**src/rtl/osc_trim_pkg.sv**
```systemverilog
package osc_trim_pkg;
  typedef enum logic [1:0] {
    ST_COARSE = 2'd0,
    ST_FINE   = 2'd1,
    ST_TRACK  = 2'd2
  } ot_state_e;
endpackage

```
**src/rtl/otr_search_gen.sv**
```systemverilog
// Alternating search order around a centre: k=0 centre, odd k below, even k above.
// Returns the next in-range entry after idx, or wraps to the centre.
module otr_search_gen #(
  parameter int TRIM_W = 5,
  parameter int IDX_W  = 7,
  parameter int STEP   = 2
) (
  input  logic [TRIM_W-1:0] centre,
  input  logic [IDX_W-1:0]  idx,
  output logic [IDX_W-1:0]  nxt_idx,
  output logic [TRIM_W-1:0] nxt_val
);
  localparam int VW = TRIM_W + IDX_W + 2;
  localparam logic signed [VW-1:0] STEP_S = VW'(STEP);
  localparam logic signed [VW-1:0] TOP_S  = VW'((1 << TRIM_W) - 1);

  function automatic logic signed [VW-1:0] cand(input logic [TRIM_W-1:0] c,
                                                input logic [IDX_W-1:0]  k);
    logic signed [VW-1:0] base;
    logic signed [VW-1:0] off;
    base = signed'(VW'(c));
    off  = signed'(VW'(({1'b0, k} + 1'b1) >> 1)) * STEP_S;
    if (k == '0)   cand = base;
    else if (k[0]) cand = base - off;
    else           cand = base + off;
  endfunction

  function automatic logic fits(input logic signed [VW-1:0] v);
    fits = !v[VW-1] && (v <= TOP_S);
  endfunction

  logic [IDX_W-1:0]     k1, k2;
  logic signed [VW-1:0] v1, v2;

  always_comb begin
    k1 = idx + 1'b1;
    k2 = idx + 2'd2;
    v1 = cand(centre, k1);
    v2 = cand(centre, k2);
    if (fits(v1)) begin
      nxt_idx = k1;
      nxt_val = v1[TRIM_W-1:0];
    end else if (fits(v2)) begin
      nxt_idx = k2;
      nxt_val = v2[TRIM_W-1:0];
    end else begin
      nxt_idx = '0;
      nxt_val = centre;
    end
  end
endmodule

```
**src/rtl/otr_track_eval.sv**
```systemverilog
// Tracking decision for one closed sync interval.
module otr_track_eval #(
  parameter int TRIM_W = 5,
  parameter int CNT_W  = 11,
  parameter int TARGET = 1000
) (
  input  logic [CNT_W-1:0]  meas,
  input  logic [CNT_W-1:0]  prev,
  input  logic              pend,
  input  logic [CNT_W-1:0]  delta,
  input  logic [TRIM_W-1:0] trim,
  output logic [TRIM_W-1:0] trim_nxt,
  output logic              stepped,
  output logic [CNT_W-1:0]  delta_nxt
);
  localparam int SW = CNT_W + 1;

  logic signed [SW-1:0] err, chg;
  logic [CNT_W-1:0]     abs_err, abs_chg;
  logic                 fast, slow;

  always_comb begin
    err     = signed'({1'b0, meas}) - signed'(SW'(TARGET));
    chg     = signed'({1'b0, meas}) - signed'({1'b0, prev});
    abs_err = err[SW-1] ? CNT_W'(-err) : err[CNT_W-1:0];
    abs_chg = chg[SW-1] ? CNT_W'(-chg) : chg[CNT_W-1:0];
    delta_nxt = pend ? abs_chg : delta;
    fast = !err[SW-1] && (abs_err > delta_nxt);
    slow = err[SW-1] && (abs_err > delta_nxt);
    trim_nxt = trim;
    stepped  = 1'b0;
    if (fast && (trim != '0)) begin
      trim_nxt = trim - 1'b1;
      stepped  = 1'b1;
    end else if (slow && (trim != '1)) begin
      trim_nxt = trim + 1'b1;
      stepped  = 1'b1;
    end
  end
endmodule

```
**src/rtl/osc_trim_sync.sv**
```systemverilog
// rst_n is expected to be released synchronously to clk by the reset tree.
module osc_trim_sync
  import osc_trim_pkg::*;
#(
  parameter int TRIM_W       = 5,
  parameter int TRIM_RST     = 16,
  parameter int COARSE_STEP  = 2,
  parameter int FINE_STEP    = 1,
  parameter int COARSE_DWELL = 250,
  parameter int FINE_DWELL   = 500,
  parameter int HB_GAP_MAX   = 150,
  parameter int HB_NEEDED    = 3,
  parameter int SYNC_TARGET  = 1000,
  parameter int SYNC_TIMEOUT = 1500,
  parameter int MISS_LIMIT   = 2,
  parameter int DELTA_INIT   = 3
) (
  input  logic              clk,
  input  logic              rst_n,
  input  logic              tick_ms,
  input  logic              hb_pulse,
  input  logic              sync_pulse,
  output logic [TRIM_W-1:0] trim_code,
  output logic [1:0]        sync_state
);
  localparam int IDX_W  = TRIM_W + 2;
  localparam int DWMAX  = (COARSE_DWELL > FINE_DWELL) ? COARSE_DWELL : FINE_DWELL;
  localparam int DW_W   = $clog2(DWMAX + 1);
  localparam int CNT_W  = $clog2(SYNC_TIMEOUT + 1);
  localparam int GAP_W  = $clog2(HB_GAP_MAX + 2);
  localparam int HBC_W  = $clog2(HB_NEEDED + 1);
  localparam int MISS_W = $clog2(MISS_LIMIT + 1);

  ot_state_e         state_q, state_d;
  logic [TRIM_W-1:0] trim_q, trim_d, centre_q, centre_d;
  logic [IDX_W-1:0]  idx_q, idx_d;
  logic [DW_W-1:0]   dwell_q, dwell_d;
  logic [GAP_W-1:0]  gap_q, gap_d;
  logic [HBC_W-1:0]  hbc_q, hbc_d;
  logic [CNT_W-1:0]  cnt_q, cnt_d, prev_q, prev_d, delta_q, delta_d;
  logic [MISS_W-1:0] miss_q, miss_d;
  logic              first_q, first_d, pend_q, pend_d;

  logic [IDX_W-1:0]  c_idx, f_idx;
  logic [TRIM_W-1:0] c_val, f_val, t_trim;
  logic [CNT_W-1:0]  meas, t_delta;
  logic              t_step;

  otr_search_gen #(.TRIM_W(TRIM_W), .IDX_W(IDX_W), .STEP(COARSE_STEP)) u_coarse (
    .centre(centre_q), .idx(idx_q), .nxt_idx(c_idx), .nxt_val(c_val));

  otr_search_gen #(.TRIM_W(TRIM_W), .IDX_W(IDX_W), .STEP(FINE_STEP)) u_fine (
    .centre(centre_q), .idx(idx_q), .nxt_idx(f_idx), .nxt_val(f_val));

  assign meas = cnt_q + CNT_W'(tick_ms);

  otr_track_eval #(.TRIM_W(TRIM_W), .CNT_W(CNT_W), .TARGET(SYNC_TARGET)) u_eval (
    .meas(meas), .prev(prev_q), .pend(pend_q), .delta(delta_q), .trim(trim_q),
    .trim_nxt(t_trim), .stepped(t_step), .delta_nxt(t_delta));

  // Next-state logic
  always_comb begin
    state_d = state_q; trim_d = trim_q; centre_d = centre_q; idx_d = idx_q;
    dwell_d = dwell_q; gap_d = gap_q; hbc_d = hbc_q; cnt_d = cnt_q;
    prev_d = prev_q; delta_d = delta_q; miss_d = miss_q;
    first_d = first_q; pend_d = pend_q;
    case (state_q)
      ST_COARSE: begin
        if (hb_pulse) begin
          state_d = ST_FINE; centre_d = trim_q; idx_d = '0;
          dwell_d = '0; gap_d = '0; hbc_d = '0;
        end else if (tick_ms) begin
          if (dwell_q == DW_W'(COARSE_DWELL - 1)) begin
            idx_d = c_idx; trim_d = c_val; dwell_d = '0;
          end else begin
            dwell_d = dwell_q + 1'b1;
          end
        end
      end
      ST_FINE: begin
        if (hb_pulse && (hbc_q == HBC_W'(HB_NEEDED - 1))) begin
          state_d = ST_TRACK; cnt_d = '0; first_d = 1'b0; miss_d = '0;
          pend_d = 1'b0; delta_d = CNT_W'(DELTA_INIT);
        end else begin
          if (tick_ms) begin
            if (dwell_q == DW_W'(FINE_DWELL - 1)) begin
              idx_d = f_idx; trim_d = f_val; dwell_d = '0;
            end else begin
              dwell_d = dwell_q + 1'b1;
            end
          end
          if (hb_pulse) begin
            hbc_d = hbc_q + 1'b1; gap_d = '0;
          end else if (tick_ms && (gap_q <= GAP_W'(HB_GAP_MAX))) begin
            gap_d = gap_q + 1'b1;
            if (gap_q == GAP_W'(HB_GAP_MAX)) hbc_d = '0;
          end
        end
      end
      ST_TRACK: begin
        if (sync_pulse) begin
          miss_d = '0; cnt_d = '0;
          if (!first_q) begin
            first_d = 1'b1;
          end else begin
            delta_d = t_delta;
            pend_d  = t_step;
            if (t_step) begin
              trim_d = t_trim; prev_d = meas;
            end
          end
        end else if (tick_ms) begin
          if (cnt_q == CNT_W'(SYNC_TIMEOUT - 1)) begin
            cnt_d = '0; first_d = 1'b0;
            if (miss_q == MISS_W'(MISS_LIMIT - 1)) begin
              state_d = ST_COARSE; centre_d = trim_q; idx_d = '0;
              dwell_d = '0; miss_d = '0;
            end else begin
              miss_d = miss_q + 1'b1;
            end
          end else begin
            cnt_d = cnt_q + 1'b1;
          end
        end
      end
      default: state_d = ST_COARSE;
    endcase
  end

  // State registers
  always_ff @(posedge clk or negedge rst_n) begin
    if (!rst_n) begin
      state_q <= ST_COARSE; trim_q <= TRIM_W'(TRIM_RST); centre_q <= TRIM_W'(TRIM_RST);
      idx_q <= '0; dwell_q <= '0; gap_q <= '0; hbc_q <= '0; cnt_q <= '0;
      prev_q <= '0; delta_q <= CNT_W'(DELTA_INIT); miss_q <= '0;
      first_q <= 1'b0; pend_q <= 1'b0;
    end else begin
      state_q <= state_d; trim_q <= trim_d; centre_q <= centre_d;
      idx_q <= idx_d; dwell_q <= dwell_d; gap_q <= gap_d; hbc_q <= hbc_d;
      cnt_q <= cnt_d; prev_q <= prev_d; delta_q <= delta_d; miss_q <= miss_d;
      first_q <= first_d; pend_q <= pend_d;
    end
  end

  assign trim_code  = trim_q;
  assign sync_state = state_q;
endmodule

```
**config.mk**
```make
export PLATFORM = sky130hd
export DESIGN_NAME = osc_trim_sync
export DESIGN_NICKNAME = d
export VERILOG_FILES = /design/src/rtl/osc_trim_pkg.sv /design/src/rtl/otr_search_gen.sv /design/src/rtl/otr_track_eval.sv /design/src/rtl/osc_trim_sync.sv
export SDC_FILE = /design/constraint.sdc
export NUM_CORES = 1
export LEC_CHECK = 0
export BUFFER_PORTS_ARGS = -buffer_cell sky130_fd_sc_hd__buf_2
export CORE_MARGIN = 1.5
export CORE_UTILIZATION = 53
export CTS_BUF_LIST = sky130_fd_sc_hd__clkbuf_4 sky130_fd_sc_hd__clkbuf_8
export DETAILED_ROUTE_END_ITERATION = 16
export PLACE_DENSITY_LB_ADDON = 0.15
export SLEW_MARGIN = 30
export SYNTH_ARGS = -nofsm -noshare
export SYNTH_HDL_FRONTEND = slang
export SYNTH_HIERARCHICAL = 1
export SYNTH_SLANG_ARGS = --single-unit
export TNS_END_PERCENT = 20
```
**constraint.sdc**
```tcl
create_clock -name clk -period 10.46 [get_ports clk]
set_input_delay 0.523 -clock clk [delete_from_list [all_inputs] [get_ports clk]]
set_output_delay 0.523 -clock clk [all_outputs]
set_load 0.01 [all_outputs]
```
==> impl_metrics.csv, run 1 <==
group,metric,value,unit
status,outcome,"finished clean",
pwr,cellPowerDensity,264,nW/um^2
grt,grt_max_degree,76,
clock_tree,h-tree-depth,3,
pwr,seqPwrFrac,19.2,%
logic_synthesis,netlist.area_leader.share,19.0,%
detailed_routing,route.met2.wl,9980,um
logic_synthesis,ys.flop_type,"dfrtp_1",
pwr,p_clk_share,8.4,%
detailed_routing,drc,0,
clock_tree,cts.sink_count,75,
logic_synthesis,yosys-top-cells-area,"dfrtp_1, ha_1, mux2_2, xnor2_1, xor2_1",
timing,fin_worst_skew,0.0106,ns
setup_path,cpPeakStageDelay,0.64,ns
detailed_routing,dr.pass1.iters,5,
layout,area_growth,3.34,%
logic_synthesis,yosys.cell_count.top_type,"ha_1",
job,cap_violations,0,
logic_synthesis,yosysTopAreaCell,"dfrtp_1",
detailed_routing,met3_length,687,um
clock_tree,cts_buffers,9,
floorplanning,dieArea,18500,um^2
setup_path,critical_path_class,"register to register",
setup_path,arrival,6.78,ns
clock_tree,tritoncts,"done",
place,dpl_worst_slack,3.73,ns
grt,track_usage,24.5,%
timing,worst_pin_slew,0.901,ns
pwr,netSwitchingPower,0.00133,W
grt,gr-total-overflow,0,
detailed_routing,routedLengthMet1,11000,um
timing,finalSetupViolCount,0,
clock_tree,clk_latency,0.38,ns
logic_synthesis,synth_cells,1128,
timing,layout_setup_ws,3.94,ns
timing,hold_violations,0,
clock_tree,root_buffer,"clkbuf_8",
logic_synthesis,ys_top_cells_by_count,"ha_1, nor2_1, inv_1",
clock_tree,clkTransAtPathRegs,0.09,ns
detailed_routing,initialDrtViolationCount,561,
floorplanning,start_util,54.2,%
place,routabilityCongestion,0.845,
floorplanning,fp.dieW,136,um
pwr,leakagePower,4.15,nW
layout,insertedDiodeCount,0,
detailed_routing,wl,22100,um
setup_path,cpMostUsedCell,"ha_1",
floorplanning,pin_count,12,
grt,grt_pass1_wl,36700,um
logic_synthesis,ys_seq_area_share,20.1,%
setup_path,crit_required,10.72,ns
clock_tree,cts-resized-gates,0,
min_path,min_path_type,"input pin to async pin",
logic_synthesis,yosys_warnings,6,
timing,min_period,6.52,ns
detailed_routing,ant_nets,0,
logic_synthesis,async_flop_share,100,%
setup_path,cp_max_fo,11,
logic_synthesis,synthDistinctLibCells,96,
floorplanning,rows,48,
timing,fin_crit_sh,62.3,%
logic_synthesis,synth.avg_cell_area,8.31,um^2
grt,antenna_found_initial,0,
clock_tree,post-cts-setup-buffer-count,0,
pwr,comb_power_share,72.4,%
floorplanning,core_area,17300,um^2
setup_path,slowest_stage,"xor2_1",
logic_synthesis,synth_nets,1240,
layout,drive_gt1_share,10.4,%
pwr,p_sw_share,51.8,%
setup_path,cp_cell_sequence,"ha_1, ha_1, nand3_1, nor2_1, xor2_1, ha_1, a21oi_2, a21boi_1, o22ai_1, xor2_1, a41o_1, xnor2_1, mux2i_1, ha_1, nand4_1, nor2_1, o21ai_0, o2111a_1, or2_2, a21oi_1, nand4_1, mux2_2",
grt,first_global_vias,7431,
clock_tree,cts_buffer_depth,2,
clock_tree,hold_buffers,0,
timing,drv_slew,0,
layout,final_util,56.0,%
detailed_routing,via_per_inst,6.08,
layout,layout.nets,1218,
pwr,worst_ir_drop_vdd,0.117,mV
timing,rsz0062_at_grt,"false",
timing,slew_headroom,39.9,%
floorplanning,dieHeight,136,um
timing,tns,0,ns
logic_synthesis,synth_edf_count,0,
timing,fmax,153,MHz
pwr,power.internal,0.00123,W
setup_path,cp-end-kind,"register",
place,io_buffers,11,
detailed_routing,routed.top_layer,"met4",
detailed_routing,avgRoutedWirePerCell,16.5,um
logic_synthesis,synthesis.area,9370,um^2
place,hpwl,16500,um
setup_path,critPathLaunchType,"register",
logic_synthesis,synth_seq_cells,75,
detailed_routing,num_vias,8126,
==> worst max-delay path, delay by kind of cell (launching register included) <==
family                   cells  cell delay, ns
AO/OA/AOI/OAI                7            1.49
XOR/XNOR                     3            1.12
adder cells (fa/ha/maj)      4            1.14
flip-flops                   1            0.43
multiplexers                 2            0.60
AND/OR/NAND/NOR              6            1.60
==> metal layers <==
layer,vias to the layer above,global-route usage [%]
met3,28,3.32
met2,152,38.8
met4,0,7.15
met1,3848,34.7
li1,4098,-
met5,-,0
==> logic make-up (layout without fill, tap and decap cells) <==
| group | Yosys count | count (layout) | synth area share, % |
|---|---|---|---|
| adders and majority gates | 107 | 107 | 15.0 |
| DFF | 75 | 75 | 20.1 |
| and+or+nand+nor | 356 | 356 | 20.4 |
| xor gates and xnor gates | 85 | 85 | 8.10 |
| buffers and inverters | 129 | 112 | 5.91 |
| muxes | 46 | 46 | 5.42 |
| AOI/OAI and AO/OA | 330 | 330 | 25.1 |
==> power groups by stage <==
stage                     combinational (W)  clock (W)  sequential (W)
after floorplan                     0.00151          0        0.000438
after global routing                0.00208   0.000233        0.000508
after detailed placement            0.00183          0        0.000497
final                               0.00185   0.000215        0.000492
after CTS                           0.00184   0.000222        0.000491
after global placement              0.00181          0        0.000494
==> state kept, by name, indices dropped and copies added, names as in the netlist <==
signal	cells
cnt_q	11
pend_q	1
idx_q	7
centre_q	5
delta_q	11
first_q	1
prev_q	11
sync_state	2
hbc_q	2
dwell_q	9
gap_q	8
miss_q	2
trim_code	5
==> cell usage in the layout, fill, tap and decap left out, types with 10 or more instances in the layout <==
cell type	count
and3_1	13
buf_2	10
xor2_1	37
a211oi_1	18
ha_1	98
and2_1	10
a22o_1	26
a21o_1	21
o22ai_1	11
mux2_2	38
nor3_1	22
dfrtp_1	68
a31oi_1	15
nor4_1	11
inv_1	77
nand2b_1	25
nand4_1	12
nor2_1	77
o21ai_0	53
nand2_1	67
nor2b_1	18
nand3_1	41
xnor2_1	46
a21oi_1	57
==> cell type report <==
class,count,area (um^2)
clock buffers,10,131
clock inverters,6,48.8
fillers,1607,7610
inverters,80,300
multi-input cells,924,6940
flip-flops and latches,75,1890
well taps,225,282
repair buffers,16,98.8
==> worst paths after layout <==
| path | slack, ns | depth (start not counted) | endpoint | from |
|---|---|---|---|---|
| setup reg to reg | 3.94 | 22 | prev_q[7] | cnt_q[0] |
| hold reg to reg | 0.47 | 2 | delta_q[0] | delta_q[0] |
| hold / removal | 0.14 | 1 | delta_q[6] | rst_n |
| max in group asynchronous | 9.77 | 1 | pend_q | rst_n |
| setup / recovery | 3.94 | 22 | prev_q[7] | cnt_q[0] |
| min in group clk | 0.47 | 2 | delta_q[0] | delta_q[0] |
==> per-stage QoR <==
step                      cell area [um^2]  power, W  instances  hold slack [ns]
after detailed placement              9510   0.00232       1320            0.463
final                                 9690   0.00256       1336            0.140
after global placement                9500   0.00231       1320            0.452
after CTS                             9690   0.00255       1336            0.191
after global routing                  9690   0.00282       1336            0.208
after floorplan                       9370   0.00195       1128            0.227
No activity file was read; power rests on OpenSTA's default activity.
==> run 2, diff against run 1 <==
==> constraint.sdc (replaced) <==
create_clock -name clk -period 5.8 [get_ports clk]
set_input_delay 0.29 -clock clk [delete_from_list [all_inputs] [get_ports clk]]
set_output_delay 0.29 -clock clk [all_outputs]
set_load 0.01 [all_outputs]
==> run 2 against run 1 <==
- global-route usage rose by 0.63 points
- worst setup slack got worse by 3.6 ns
- non-clock buffer count rose by 18
- sequential cell count did not move
- clock power rose by 83%
- sequential power rose by 77%
- critical endpoint is now trim_code[3]
- largest cell class unchanged
==> impl_metrics.csv, run 2 (synthesized netlist as in run 1, its figures left out) <==
group,metric,value,unit
status,outcome,"finished clean",
layout,final_common_cell,"ha_1",
detailed_routing,drc,0,
grt,first_global_vias,7534,
timing,min_period,5.43,ns
layout,final_util,57.5,%
pwr,leakagePower,4.26,nW
setup_path,r2r_start,"cnt_q[0]",
timing,fmax,184,MHz
timing,fin_worst_skew,0.00668,ns
grt,gr-total-overflow,0,
floorplanning,pin_count,12,
place,place_inst,1335,
clock_tree,tritoncts,"done",
detailed_routing,dr.pass1.iters,5,
layout,final_cells,1354,
floorplanning,start_util,54.2,%
layout,area_growth,6.03,%
setup_path,cp-end-kind,"register",
setup_path,cp_top_family,"compound AO/OA/AOI/OAI gates",
setup_path,crit_buf_inv,0,
setup_path,cpPeakStageDelay,0.40,ns
timing,slew_headroom,40.7,%
min_path,min_path_type,"input pin to register",
floorplanning,dieHeight,136,um
setup_path,startpoint,"cnt_q[0]",
job,cap_violations,0,
place,routabilityCongestion,0.865,
layout,layout.nets,1236,
timing,worst_pin_slew,0.889,ns
detailed_routing,avgRoutedWirePerCell,16.7,um
layout,multi_input_area,7060,um^2
floorplanning,core_area,17300,um^2
detailed_routing,initialDrtViolationCount,463,
grt,antenna_found_initial,0,
detailed_routing,num_vias,8291,
setup_path,crit_required,6.05,ns
pwr,worst_ir_drop_vdd,0.240,mV
floorplanning,dieArea,18500,um^2
layout,drive_gt1_share,13.4,%
timing,tns,0,ns
detailed_routing,wl,22700,um
clock_tree,cts_buffers,9,
clock_tree,cts_buffer_depth,2,
layout,fill_cells,1604,
floorplanning,rows,48,
layout,design_area,9940,um^2
timing,drv_slew,0,
setup_path,cp_cell_sequence,"ha_2, ha_2, nand3_2, nand2b_1, xnor2_1, ha_1, nand2_1, o21ai_0, nor4_2, a21o_1, o21ai_0, xor2_1, a21o_1, ha_1, nand4_1, nor2_2, o21ai_0, o2111a_1, or2_4, a21oi_2, nand3_1, a211oi_2, o211ai_1, mux2_2",
clock_tree,cts.sink_count,75,
place,io_buffers,11,
detailed_routing,via_per_inst,6.12,
setup_path,cpMostUsedCell,"o21ai_0",
setup_path,slowest_stage,"dfrtp_1",
layout,insertedDiodeCount,0,
setup_path,critical_path_class,"register to register",
place,hpwl,17000,um
grt,grt_pass1_wl,37700,um
clock_tree,root_buffer,"clkbuf_8",
timing,hold_violations,0,
timing,fin_crit_sh,93.6,%
setup_path,arrival,5.68,ns
layout,top_regs,"cnt_q (11), delta_q (11), prev_q (11)",
grt,grt_max_degree,55,
clock_tree,clk_latency,0.36,ns
pwr,finalPower,0.00471,W
min_path,hold_start,"sync_pulse",
detailed_routing,ant_nets,0,
place,place_area,9610,um^2
timing,finalSetupViolCount,0,
layout,register_area,1880,um^2
layout,final_cell_mix,"ha_1, inv_1, nor2_1",
floorplanning,fp.dieW,136,um
setup_path,critPathLaunchType,"register",
grt,track_usage,25.1,%
setup_path,cp_max_fo,7,
clock_tree,clkTransAtPathRegs,0.09,ns
pwr,cellPowerDensity,474,nW/um^2
clock_tree,h-tree-depth,3,
-- run 2: cell types whose count changed in the layout (fill, tap and decap cells not counted), sizes merged --
cell / before / now
clkbuf: 10 / 11
inv: 81 / 80
clkinv: 5 / 3
buf: 16 / 33
dlygate4sd3: 0 / 1
clkinvlp: 0 / 2
-- run 2: cell type report --
class                           instances  share of cell area (%)
Tap cell                              225                    2.83
Clock inverter                          5                   0.378
Timing Repair Buffer                   34                    2.34
Multi-Input combinational cell        924                    71.0
Sequential cell                        75                    19.0
Clock buffer                           11                    1.46
Inverter                               80                    3.02
-- run 2: final timing paths --
path	cells after the start	to	slack, ns
min in group asynchronous	2	centre_q[0]	0.36
max reg2reg	24	trim_code[3]	0.37
max	24	trim_code[3]	0.37
max in group asynchronous	3	idx_q[0]	4.44
min	3	first_q	0.30
min reg2reg	2	delta_q[0]	0.47
-- run 2: worst min-delay path: cells and delay by family --
family          cells  cell delay, ns
buf+inv             1            0.15
simple gates        1            0.09
compound gates      1            0.08
-- run 2: report_power, final --
group          internal, W  switching (W)  leakage (nW)  total (W)
Clock             0.000174       0.000221        0.0894   0.000394
Sequential        0.000627       0.000243          1.00   0.000870
Combinational      0.00147        0.00197          3.17    0.00345
Total              0.00228        0.00244          4.26    0.00471
-- run 2: per-layer routing --
layer	GRT usage (%)	part of all wire, %
met1	36.1	49
met2	40.4	46
met3	3.28	3.8
met4	4.85	0.89
met5	0	0
-- run 2: what timing repair did --
action / CTS / global route
buffers inserted: 0 / 2
gates resized for setup: 0 / 24
hold endpoints to repair: 21 / 0
hold buffers: 1 / 0
endpoints found under the setup margin: 0 / 16
-- run 2: metrics by stage --
stage,worst slack [ns],hold WS [ns]
after floorplan,0.337,-0.00559
after global placement,0.231,0.214
after detailed placement,-0.00865,0.215
after CTS,0.0324,0.274
after global routing,-0.106,0.278
final,0.374,0.296
==> run 3, diff against run 2 <==
--- a/config.mk
+++ b/config.mk
@@ -5,11 +5,11 @@
 export SDC_FILE = /design/constraint.sdc
 export NUM_CORES = 1
 export LEC_CHECK = 0
-export BUFFER_PORTS_ARGS = -buffer_cell sky130_fd_sc_hd__buf_2
 export CORE_MARGIN = 1.5
 export CORE_UTILIZATION = 53
 export CTS_BUF_LIST = sky130_fd_sc_hd__clkbuf_4 sky130_fd_sc_hd__clkbuf_8
 export DETAILED_ROUTE_END_ITERATION = 16
+export DONT_BUFFER_PORTS = 1
 export PLACE_DENSITY_LB_ADDON = 0.15
 export SLEW_MARGIN = 30
 export SYNTH_ARGS = -nofsm -noshare
==> run 3 against run 2 <==
- sequential share of layout area down 0.16 points
- global-route usage about the same
- die area unchanged
- clock power up 8.9%
- cell count down 0.44%
- non-clock buffer count down 6
- worst setup slack worse by 0.060 ns
- combinational power about the same
- cell area up 0.92%
- largest cell class unchanged
- sequential power up 4.0%
- first-iteration DRC count down 5.4%
==> impl_metrics.csv, run 3 (synthesized netlist as in run 1, its figures left out) <==
group,metric,value,unit
setup_path,crit_required,6.05,ns
setup_path,cp-end-kind,"register",
floorplanning,core_area,17300,um^2
pwr,finalPower,0.00481,W
place,routabilityCongestion,0.870,
setup_path,critPathLaunchType,"register",
grt,grt_use_met2,41.2,%
grt,grt_max_degree,76,
detailed_routing,dr.pass1.iters,6,
detailed_routing,num_vias,8271,
layout,top_regs,"cnt_q (11), delta_q (11), prev_q (11)",
clock_tree,h-tree-depth,3,
detailed_routing,wl,23000,um
clock_tree,clkTransAtPathRegs,0.09,ns
layout,insertedDiodeCount,0,
clock_tree,cts.sink_count,75,
min_path,min_path_type,"input pin to register",
place,hpwl,17200,um
timing,hold_violations,0,
floorplanning,dieHeight,136,um
clock_tree,cts_buffers,9,
floorplanning,dieArea,18500,um^2
pwr,worst_ir_drop_vdd,0.255,mV
layout,design_area,10000,um^2
floorplanning,rows,48,
clock_tree,root_buffer,"clkbuf_8",
grt,grt_pass1_wl,37600,um
timing,layout_setup_ws,0.314,ns
grt,antenna_found_initial,0,
timing,fin_worst_hold_slack,0.0876,ns
timing,fmax,182,MHz
timing,min_period,5.49,ns
grt,use_met1,34.7,%
timing,worst_pin_slew,0.866,ns
timing,fin_crit_sh,94.6,%
layout,area_growth,7.01,%
floorplanning,pin_count,12,
setup_path,cp_max_fo,7,
layout,final_util,58.0,%
layout,final_common_cell,"ha_1",
timing,drv_slew,0,
grt,track_usage,25.1,%
timing,fin_worst_skew,0.0114,ns
status,outcome,"finished clean",
detailed_routing,via_per_inst,6.14,
place,place_area,9530,um^2
setup_path,arrival,5.74,ns
clock_tree,cts_buffer_depth,2,
clock_tree,tritoncts,"done",
floorplanning,start_util,54.2,%
detailed_routing,ant_nets,0,
place,dpl_worst_slack,0.0108,ns
place,io_buffers,0,
grt,gr-total-overflow,0,
layout,final_cell_mix,"ha_1, inv_1, nor2_1",
layout,drive_gt1_share,13.4,%
timing,slew_headroom,42.3,%
setup_path,critical_path_class,"register to register",
timing,finalSetupViolCount,0,
grt,top_usage_layer,"met2",
pwr,cellPowerDensity,480,nW/um^2
pwr,leakagePower,4.29,nW
clock_tree,clk_latency,0.37,ns
detailed_routing,initialDrtViolationCount,438,
grt,first_global_vias,7652,
detailed_routing,drc,0,
job,cap_violations,0,
layout,layout.nets,1230,
floorplanning,fp.dieW,136,um
grt,grt_use_met3,4.51,%
detailed_routing,avgRoutedWirePerCell,17.1,um
[run 3: cell count changes in the layout (fill, tap and decap cells not counted), sizes merged]
cell,previous run,this run
buf,33,27
clkinvlp,2,1
clkbuf,11,10
inv,80,81
bufinv,0,1
[run 3: critical path, cell delays in order (launching register included)]
cell and delay, ns:
dfrtp_1 0.35, ha_1 0.18, ha_2 0.24, nand3_4 0.13, nand2b_1 0.22, xnor2_2 0.16
ha_1 0.43, nand2_1 0.15, o21ai_0 0.13, nor4_2 0.25, a21oi_2 0.16, a41o_1 0.24
xnor2_1 0.20, mux2i_1 0.12, ha_1 0.32, nand4_1 0.15, nor2_1 0.16, o21ai_0 0.10
o2111a_1 0.17, or2_2 0.37, a21oi_2 0.15, nand3_1 0.10, a211oi_2 0.23, o211ai_1 0.27
mux2_4 0.37
[run 3: repair_timing]
action / 4_1_cts / 5_1_grt
gates resized for setup: 0 / 33
buffers inserted: 1 / 8
pin swaps: 1 / 13
endpoints found under the hold margin: 75 / 0
setup endpoints to repair: 3 / 16
hold buffers: 2 / 0
[run 3: worst paths after layout]
| path | start | to | slack, ns | cells past startpoint |
|---|---|---|---|---|
| max reg2reg | cnt_q[0] | trim_code[0] | 0.31 | 24 |
| min reg2reg | delta_q[0] | delta_q[0] | 0.46 | 2 |
| min | sync_pulse | first_q | 0.09 | 2 |
| min in group asynchronous | rst_n | cnt_q[4] | 0.53 | 2 |
| max | cnt_q[0] | trim_code[0] | 0.31 | 24 |
| max in group asynchronous | rst_n | delta_q[1] | 4.92 | 2 |
[run 3: stage by stage]
step	instances	setup TNS [ns]
3_3_place_gp	1321	0
6_report	1348	0
2_1_floorplan	1128	0
4_1_cts	1340	0
5_1_grt	1348	-0.130
3_5_place_dp	1321	0
[run 3: routing by layer]
metal,vias up,wire length [um]
met4,0,316
met3,29,934
met2,156,10800
met5,-,0
li1,4127,-
met1,3959,11000
[run 3: area by class of cell]
type | instances | area, um^2
multi-input cells | 924 | 7130
clock inverters | 6 | 72.6
fillers | 1616 | 7270
flip-flops and latches | 75 | 1890
clock buffers | 10 | 131
inverters | 80 | 300
repair buffers | 28 | 233
well taps | 225 | 282
[run 3: power breakdown]
group	internal [W]	switching [W]	total (W)	leakage [nW]
Combinational	0.00151	0.00196	0.00348	3.19
Sequential	0.000626	0.000279	0.000905	0.998
Clock	0.000208	0.000221	0.000429	0.101
Total	0.00235	0.00246	0.00481	4.29
